**src/rtl/evr_pkg.sv**
```systemverilog
package evr_pkg;
  localparam int unsigned NUM_CH_DEF  = 8;
  localparam int unsigned EXT_W_DEF   = 32;
  localparam int unsigned TAP_NUM_DEF = 15;
  localparam int unsigned FLT_W       = 3;
endpackage

```
**src/rtl/evr_prescaler.sv**
```systemverilog
module evr_prescaler #(
  parameter int unsigned TAP_NUM = 15,
  localparam int unsigned CNT_W = (TAP_NUM > 1) ? TAP_NUM - 1 : 1
) (
  input  logic               clk_i,
  input  logic               rst_ni,
  output logic [TAP_NUM-1:0] tap_o
);
  logic [CNT_W-1:0] cnt_q;

  always_ff @(posedge clk_i or negedge rst_ni) begin
    if (!rst_ni) cnt_q <= '0;
    else         cnt_q <= cnt_q + 1'b1;
  end

  // tap k fires when the low k bits are all ones: once per 2^k cycles
  assign tap_o[0] = 1'b1;
  for (genvar k = 1; k < TAP_NUM; k++) begin : g_tap
    assign tap_o[k] = &cnt_q[k-1:0];
  end
endmodule

```
**src/rtl/evr_filter.sv**
```systemverilog
module evr_filter import evr_pkg::*; (
  input  logic             clk_i,
  input  logic             rst_ni,
  input  logic             clr_i,
  input  logic [FLT_W-1:0] len_i,
  input  logic             raw_i,
  output logic             level_o
);
  logic [FLT_W-1:0] run_q;
  logic             lvl_q;

  always_ff @(posedge clk_i or negedge rst_ni) begin
    if (!rst_ni) begin
      run_q <= '0;
      lvl_q <= 1'b0;
    end else if (clr_i) begin
      run_q <= '0;
      lvl_q <= 1'b0;
    end else if (raw_i == lvl_q) begin
      run_q <= '0;
    end else if (run_q == len_i) begin
      lvl_q <= raw_i;
      run_q <= '0;
    end else begin
      run_q <= run_q + 1'b1;
    end
  end

  assign level_o = lvl_q;
endmodule

```
**src/rtl/evr_channel.sv**
```systemverilog
module evr_channel import evr_pkg::*; #(
  parameter int unsigned SEL_W   = 6,
  parameter int unsigned BUS_W   = 64,
  parameter int unsigned SRC_NUM = 48
) (
  input  logic             clk_i,
  input  logic             rst_ni,
  input  logic             cfg_we_i,
  input  logic [SEL_W-1:0] cfg_sel_i,
  input  logic [FLT_W-1:0] cfg_len_i,
  input  logic [BUS_W-1:0] src_i,
  output logic [SEL_W-1:0] sel_o,
  output logic             evt_o
);
  logic [SEL_W-1:0] sel_q;
  logic [FLT_W-1:0] len_q;
  logic             raw, level, sel_ok, out_q;

  always_ff @(posedge clk_i or negedge rst_ni) begin
    if (!rst_ni) begin
      sel_q <= '0;
      len_q <= '0;
    end else if (cfg_we_i) begin
      sel_q <= cfg_sel_i;
      len_q <= cfg_len_i;
    end
  end

  assign sel_ok = (sel_q != '0) && (int'(sel_q) < int'(SRC_NUM));
  assign raw    = src_i[sel_q];

  evr_filter u_filter (
    .clk_i   (clk_i),
    .rst_ni  (rst_ni),
    .clr_i   (cfg_we_i),
    .len_i   (len_q),
    .raw_i   (raw),
    .level_o (level)
  );

  always_ff @(posedge clk_i or negedge rst_ni) begin
    if (!rst_ni)       out_q <= 1'b0;
    else if (cfg_we_i) out_q <= 1'b0;
    else               out_q <= sel_ok & level;
  end

  assign sel_o = sel_q;
  assign evt_o = out_q;
endmodule

```
**src/rtl/evt_route_mux.sv**
```systemverilog
module evt_route_mux import evr_pkg::*; #(
  parameter int unsigned NUM_CH  = NUM_CH_DEF,
  parameter int unsigned EXT_W   = EXT_W_DEF,
  parameter int unsigned TAP_NUM = TAP_NUM_DEF,
  localparam int unsigned CH_W    = $clog2(NUM_CH),
  localparam int unsigned SRC_NUM = 1 + EXT_W + TAP_NUM,
  localparam int unsigned SEL_W   = $clog2(SRC_NUM),
  localparam int unsigned BUS_W   = 1 << SEL_W
) (
  input  logic              clk_i,
  input  logic              rst_ni,
  input  logic              wr_en_i,
  input  logic [CH_W-1:0]   wr_ch_i,
  input  logic [SEL_W-1:0]  wr_sel_i,
  input  logic [FLT_W-1:0]  wr_flt_i,
  input  logic [EXT_W-1:0]  evt_i,
  output logic [NUM_CH-1:0] chan_o
);
  logic [TAP_NUM-1:0]           tap_w;
  logic [BUS_W-1:0]             src_bus;
  logic [NUM_CH-1:0][SEL_W-1:0] sel_all_w;

  evr_prescaler #(.TAP_NUM(TAP_NUM)) u_presc (
    .clk_i  (clk_i),
    .rst_ni (rst_ni),
    .tap_o  (tap_w)
  );

  // code 0 is the constant-low slot; codes past the last source read padding zeros
  assign src_bus = BUS_W'({tap_w, evt_i, 1'b0});

  for (genvar c = 0; c < NUM_CH; c++) begin : g_ch
    evr_channel #(.SEL_W(SEL_W), .BUS_W(BUS_W), .SRC_NUM(SRC_NUM)) u_ch (
      .clk_i     (clk_i),
      .rst_ni    (rst_ni),
      .cfg_we_i  (wr_en_i && (wr_ch_i == CH_W'(c))),
      .cfg_sel_i (wr_sel_i),
      .cfg_len_i (wr_flt_i),
      .src_i     (src_bus),
      .sel_o     (sel_all_w[c]),
      .evt_o     (chan_o[c])
    );
  end
endmodule

```
**config.mk**
```make
export PLATFORM = sky130hd
export DESIGN_NAME = evt_route_mux
export DESIGN_NICKNAME = d
export VERILOG_FILES = /design/src/rtl/evr_pkg.sv /design/src/rtl/evr_prescaler.sv /design/src/rtl/evr_filter.sv /design/src/rtl/evr_channel.sv /design/src/rtl/evt_route_mux.sv
export SDC_FILE = /design/constraint.sdc
export NUM_CORES = 1
export LEC_CHECK = 0
export BUFFER_PORTS_ARGS = -buffer_cell sky130_fd_sc_hd__buf_4
export CAP_MARGIN = 10
export CORE_MARGIN = 1.5
export CORE_UTILIZATION = 55
export DETAILED_ROUTE_END_ITERATION = 12
export GPL_ROUTABILITY_DRIVEN = 0
export PLACE_DENSITY = 0.85
export SYNTH_ARGS = -nofsm -noshare
export SYNTH_HDL_FRONTEND = slang
export SYNTH_SLANG_ARGS = --single-unit
```
**constraint.sdc**
```tcl
create_clock -name clk_i -period 7.3 [get_ports clk_i]
set_clock_uncertainty 0.2 [all_clocks]
set_input_delay 1.46 -clock clk_i [delete_from_list [all_inputs] [get_ports clk_i]]
set_output_delay 1.46 -clock clk_i [all_outputs]
set_load 0.02 [all_outputs]
```
### Word level (Yosys, flattened, before mapping)

Index checks and enable logic that the tools add are counted.

| word-level totals | value |
|---|---|
| bits in registers | 126 |
| output and inout bits | 8 |
| word-level logic and storage cells | 231 |

| cells by class | value |
|---|---|
| equality and inequality tests | 31 |
| reductions and logical operators | 54 |
| $lt $le $gt $ge | 16 |
| muxes and demuxes | 72 |
| $add $sub $neg | 9 |
| bitwise gates (word level) | 8 |

Operator list:

| operator | number |
|---|---|
| $mux 3 | 24 |
| $lt 6x7->1 const B | 8 |
| $bmux 1 s6 | 8 |
| $lt 6x6->1 const B | 8 |
| $reduce_bool 6->1 | 8 |
| $mux 1 | 40 |
| $add 3x1->3 const B | 8 |
| $eq 3x3->1 | 8 |
| $reduce_and 2->1 | 9 |
| $logic_and 1x1->1 | 16 |
| $ne 2x1->1 const B | 8 |
| $reduce_bool 2->1 | 8 |
| $add 14x1->14 const B | 1 |
| $reduce_and 14->1 | 1 |
| $reduce_and 13->1 | 1 |
| $eq 3x3->1 const B | 4 |
| $reduce_and 12->1 | 1 |
| $reduce_and 11->1 | 1 |
| $reduce_and 10->1 | 1 |
| $reduce_and 9->1 | 1 |
| $and 1x1->1 | 8 |
| $eq 1x1->1 | 8 |
| $reduce_and 8->1 | 1 |
| $reduce_and 7->1 | 1 |
| other kinds (7) | 8 |

### Longest topological paths before layout

| logic depth | value |
|---|---|
| depth after elaboration | 6 |
| gate-level depth with buffers | 14 |
| gate-level depth less buffers | 10 |

### Hierarchy

Synthesis repeated with hierarchy kept, for this count alone.

| second synthesis, totals | value |
|---|---|
| cell total of the unflattened synthesis | 776 |
| area total of the unflattened synthesis | 10239.8 sq um |

Modules (own cells, without submodules):

| module | times used | area each (sq um) | cells each |
|---|---|---|---|
| evr_channel | 8 | 968.4 | 70 |
| evr_filter | 8 | 212.7 | 19 |
| evr_prescaler | 1 | 690.7 | 55 |
| evt_route_mux | 1 | 100.1 | 9 |

### Worst setup path after synthesis

OpenSTA, ideal clock, no wires.

| timing | value |
|---|---|
| path type | input to register |
| start point | input port evt_i[14] |
| end point | register g_ch[4].u_ch.u_filter.run_q[1] |
| arrival | 2.937 ns |
| library setup time | 0.120 ns |
| stages | 7 |
| buffers on the path | 0 |
| data required time | 6.980 ns |
| path slack | 4.043 ns |
| cell sequence | mux4_2 -> mux2_2 -> nand3_1 -> o41ai_1 -> a311o_1 -> xor2_1 -> and3_1 |

| on the way | value |
|---|---|
| longest elaborated chain between the ends | 5 |

RTL lines:

| what | RTL line | text |
|---|---|---|
| start: declaration | evt_route_mux.sv:16 | `input logic [EXT_W-1:0] evt_i,` |
| $bmux 1 s6 | evr_channel.sv:30 | `assign raw = src_i[sel_q];` |
| $mux 1 (not written as such) | evr_channel.sv:30 |  |
| $eq 1x1->1 | evr_filter.sv:19 | `end else if (raw_i == lvl_q) begin` |
| $mux 3 | evr_filter.sv:19 |  |
| $mux 3 | evr_filter.sv:16 | `end else if (clr_i) begin` |
| end signal: assignment | evr_filter.sv:25 | `run_q <= run_q + 1'b1;` |
| end: declaration | evr_filter.sv:9 | `logic [FLT_W-1:0] run_q;` |

Every way passes these cells. The select of a mux whose other input is x is not followed.
A chain may end at the register's enable or synchronous reset.

### Worst setup path in the final report

| timing | value |
|---|---|
| start point | register u_presc.cnt_q[0] |
| end point | register g_ch[1].u_ch.u_filter.run_q[2] |

| on the way | value |
|---|---|
| longest elaborated chain between the ends | 6 |
| elaborated cells on any way between the ends | 18 |
| those cells by class | eq/ne (1); mux (4); reduce/logical (13) |

RTL lines:

| what | RTL line | text |
|---|---|---|
| start: declaration | evr_prescaler.sv:9 | `logic [CNT_W-1:0] cnt_q;` |
| start signal: assignment | evr_prescaler.sv:13 | `else cnt_q <= cnt_q + 1'b1;` |
| $reduce_and 14->1, or another cell as far along | evr_prescaler.sv:19 | `assign tap_o[k] = &cnt_q[k-1:0];` |
| $bmux 1 s6 (*) | evr_channel.sv:30 |  |
| $mux 1 (not written as such) (*) | evr_channel.sv:30 |  |
| $eq 1x1->1 (*) | evr_filter.sv:19 |  |
| $mux 3 (*) | evr_filter.sv:19 |  |
| $mux 3 (*) | evr_filter.sv:16 |  |
| end signal: assignment | evr_filter.sv:25 |  |
| end: declaration | evr_filter.sv:9 |  |

Every way passes the cells marked *; elsewhere a longest branch is shown, timed or not. The select of a mux whose other input is x is not followed.

==> metrics.txt <==
Logic pwr share between 30 and 40%; Setup Viol. Count Final 0; main combinational cell family by area after synthesis multiplexers; Worst Max-Slew Pin Slew between 1000 and 1500 ps; maximum buffer depth of the clock tree 2; Net Sw Power around 1.1 mW; H-tree Lvls 4; PortBufs 54; Clock power frac around 28%; fmax between 200 and 250 MHz; Initial Util 56.3%; PwrDens ~300 nW/um2; Tcrit/Tclk final around 56%; DR vias/cell a little under 7; Synth Area in XOR/XNOR under 10%; Synth Area in Compound Gates between 10% and 20%; setup_tns 0 ps; CP max FO 22; DR DRC count 0; first-iteration detailed-routing DRC count roughly 1,200; Post-synth top cells 126 x dfrtp_1, 82 x nand2_1, 74 x mux2_2; Setup CP Type reg2reg; crit path launch type register; Fillers around 1,300; most instantiated library cell after synthesis dfrtp_1; Reg clk slew, reported paths 60 ps; Yosys warning count 0; Pint about 1.9 mW; Ports between 50 and 60; Required @ worst endpoint approximately 7400 ps; CTS Hold Bufs 0; Async SR Flop Fraction 100%; Num CTS Buffers 17; Area Overhead vs Synth 10.5%; synth top area cells dfrtp_1 35%, mux4_2 11%, mux2_2 9.4%; largest net degree at the start of global routing 68; global-route wire length before repair approximately 40,000 um; footprint of the multi-input gates around 5300 um2; Syn Nets around 920; mux contribution to synthesized area between 20% and 30%; initial antenna violation count 0; post_cts resized 0; FP Rows between 40 and 50; Switching Share around 37%; Yosys top cell area share between 30% and 40%; distinct cell type count after synthesis 56; vias after detailed routing between 7,000 and 8,000; Net count, final ~900; die area roughly 17,000 um2; Hold WS around 270 ps; worst hold path depth 1; flip-flop and latch area approximately 3200 um2; Reg2Reg Depth 8; later-pin clock latency in the skew report about 430 ps; HPWL after DPL approximately 17,000 um; min Tclk post-route 4090 ps; final setup margin about 3200 ps; core footprint between 15,000 and 20,000 um2; adder-cell area share of the yosys netlist approximately 1.7%; Hold Fails Final Rpt 0; GRT Resource Usage Total between 30% and 40%; r2r setup slk between 3000 and 4000 ps; Die H 130 um; antenna cells 0; WL final ~26,000 um; RSZ-0062 raised after global routing false; DR pass1 iterations 6; CTS tree yes; arrival time worst endpoint ~4200 ps; Sink Count 126; ys flop type dfrtp_1; GR Overflow Total 0; Sequential Power Share 38.8%; clk root buf clkbuf_16; hold crit path type reg2reg; synthesized instance count around 860; die width 130 um; Lkg Pwr ~4.2 nW; Post-CTS Setup Bufs 0; outcome finished, final reports clean; mapped cell area slightly below 9000 um2; DRT antenna net count 0; mean area per synthesized cell between 10 and 15 um2; worst IR drop on VDD roughly 0.18 mV; max-slew violations 0; Slew Limit Headroom about a quarter; simple-gate share of the synthesized area between 15 and 20%; CP endpoint kind register; dpl ws ~3400 ps; share of cells above drive strength 1 between 20% and 30%; Synth area leader dfrtp_1; Seq/Total Area, Yosys 35.4%; vias in the first global route 7,211; Seq cells post-synth 126; post-DR wirelength/cell about 24 um; EDFF count, synth 0; Max-cap violations 0
## flip-flops by register name, indices dropped and copies added, names as in the netlist
signal                      count
g_ch.u_ch.u_filter.level_o      8
g_ch.u_ch.u_filter.run_q       24
g_ch.u_ch.len_q                24
g_ch.u_ch.sel_o                48
u_presc.cnt_q                  14
g_ch.u_ch.evt_o                 8
## cell type report
class	instances	area share, %
clock inverters	13	1.42
repair buffers	58	4.42
inverters	20	0.763
well taps	216	2.75
multi-input cells	642	54.1
flip-flops and latches	126	32.0
clock buffers	19	4.50
## metal layers
metal  vias up  track usage, %  routed length, um  part of all wire (%)
li1       3232               -                  -                     -
met1      3650            44.0              10100                    39
met2       586            44.0              10800                    42
met3       128            13.1               3510                    14
met4         0            15.6               1330                   5.1
met5         -           0.588                  0                     0
## power groups by stage
stage | registers [mW] | logic, mW | clock network [mW]
after floorplan | 0.980 | 0.878 | 0
after global placement | 1.15 | 0.930 | 0
after detailed placement | 1.16 | 0.959 | 0
after CTS | 1.15 | 0.966 | 0.853
after global routing | 1.19 | 1.08 | 0.888
final | 1.16 | 0.982 | 0.847
## critical path: stages, from the launching register on
cell and delay (ps):
dfrtp_1 640, ha_1 650, and4_4 480, nand4_1 580, a211oi_1 430, nor3_1 120, nor4_2 420, nor3_1 150
nor4b_1 310
## cells in the final DEF (no fill, tap or decap), types with 12 or more instances in the layout
cell type and count:
nor3_1 17, and3_1 20, inv_1 20, nand2b_1 24
a31oi_1 17, xor2_1 37, mux2_2 74, buf_4 58
nand2_1 82, mux4_2 44, nand4_1 12, ha_1 12
dfrtp_1 126, a21oi_1 16, mux2i_1 51, clkbuf_16 17
nor2_1 40, nand3_1 13, nor2b_1 19, o21ai_0 27
## path summary, 6_finish.rpt
path | from | to
setup / recovery | u_presc.cnt_q[0] | g_ch[1].u_ch.u_filter.run_q[2]
hold / removal | u_presc.cnt_q[6] | u_presc.cnt_q[6]
setup reg to reg | u_presc.cnt_q[0] | g_ch[1].u_ch.u_filter.run_q[2]
hold reg to reg | u_presc.cnt_q[6] | u_presc.cnt_q[6]
max in group asynchronous | rst_ni | g_ch[1].u_ch.sel_o[3]
min in group asynchronous | rst_ni | g_ch[7].u_ch.len_q[1]
## cell families (layout without fill, tap and decap cells)
kind of cell / Yosys count / count (layout)
buffers and inverters: 96 / 110
flip-flops: 126 / 126
multiplexers: 169 / 169
adder cells (fa/ha/maj): 12 / 12
XOR/XNOR: 47 / 47
AO/OA/AOI/OAI: 141 / 141
AND/OR/NAND/NOR: 273 / 273
## per-stage QoR
| step | total power, mW | area [um2] | instances | util (%) |
|---|---|---|---|---|
| floorplan | 1.86 | 8910 | 864 | - |
| global placement | 2.08 | 9250 | 1061 | 58.5 |
| detailed placement | 2.12 | 9250 | 1061 | 58.5 |
| CTS | 2.97 | 9840 | 1093 | 62.2 |
| global route | 3.15 | 9840 | 1094 | 62.2 |
| finish | 2.99 | 9840 | 1094 | 62.2 |
No activity file was read; power rests on OpenSTA's default activity.
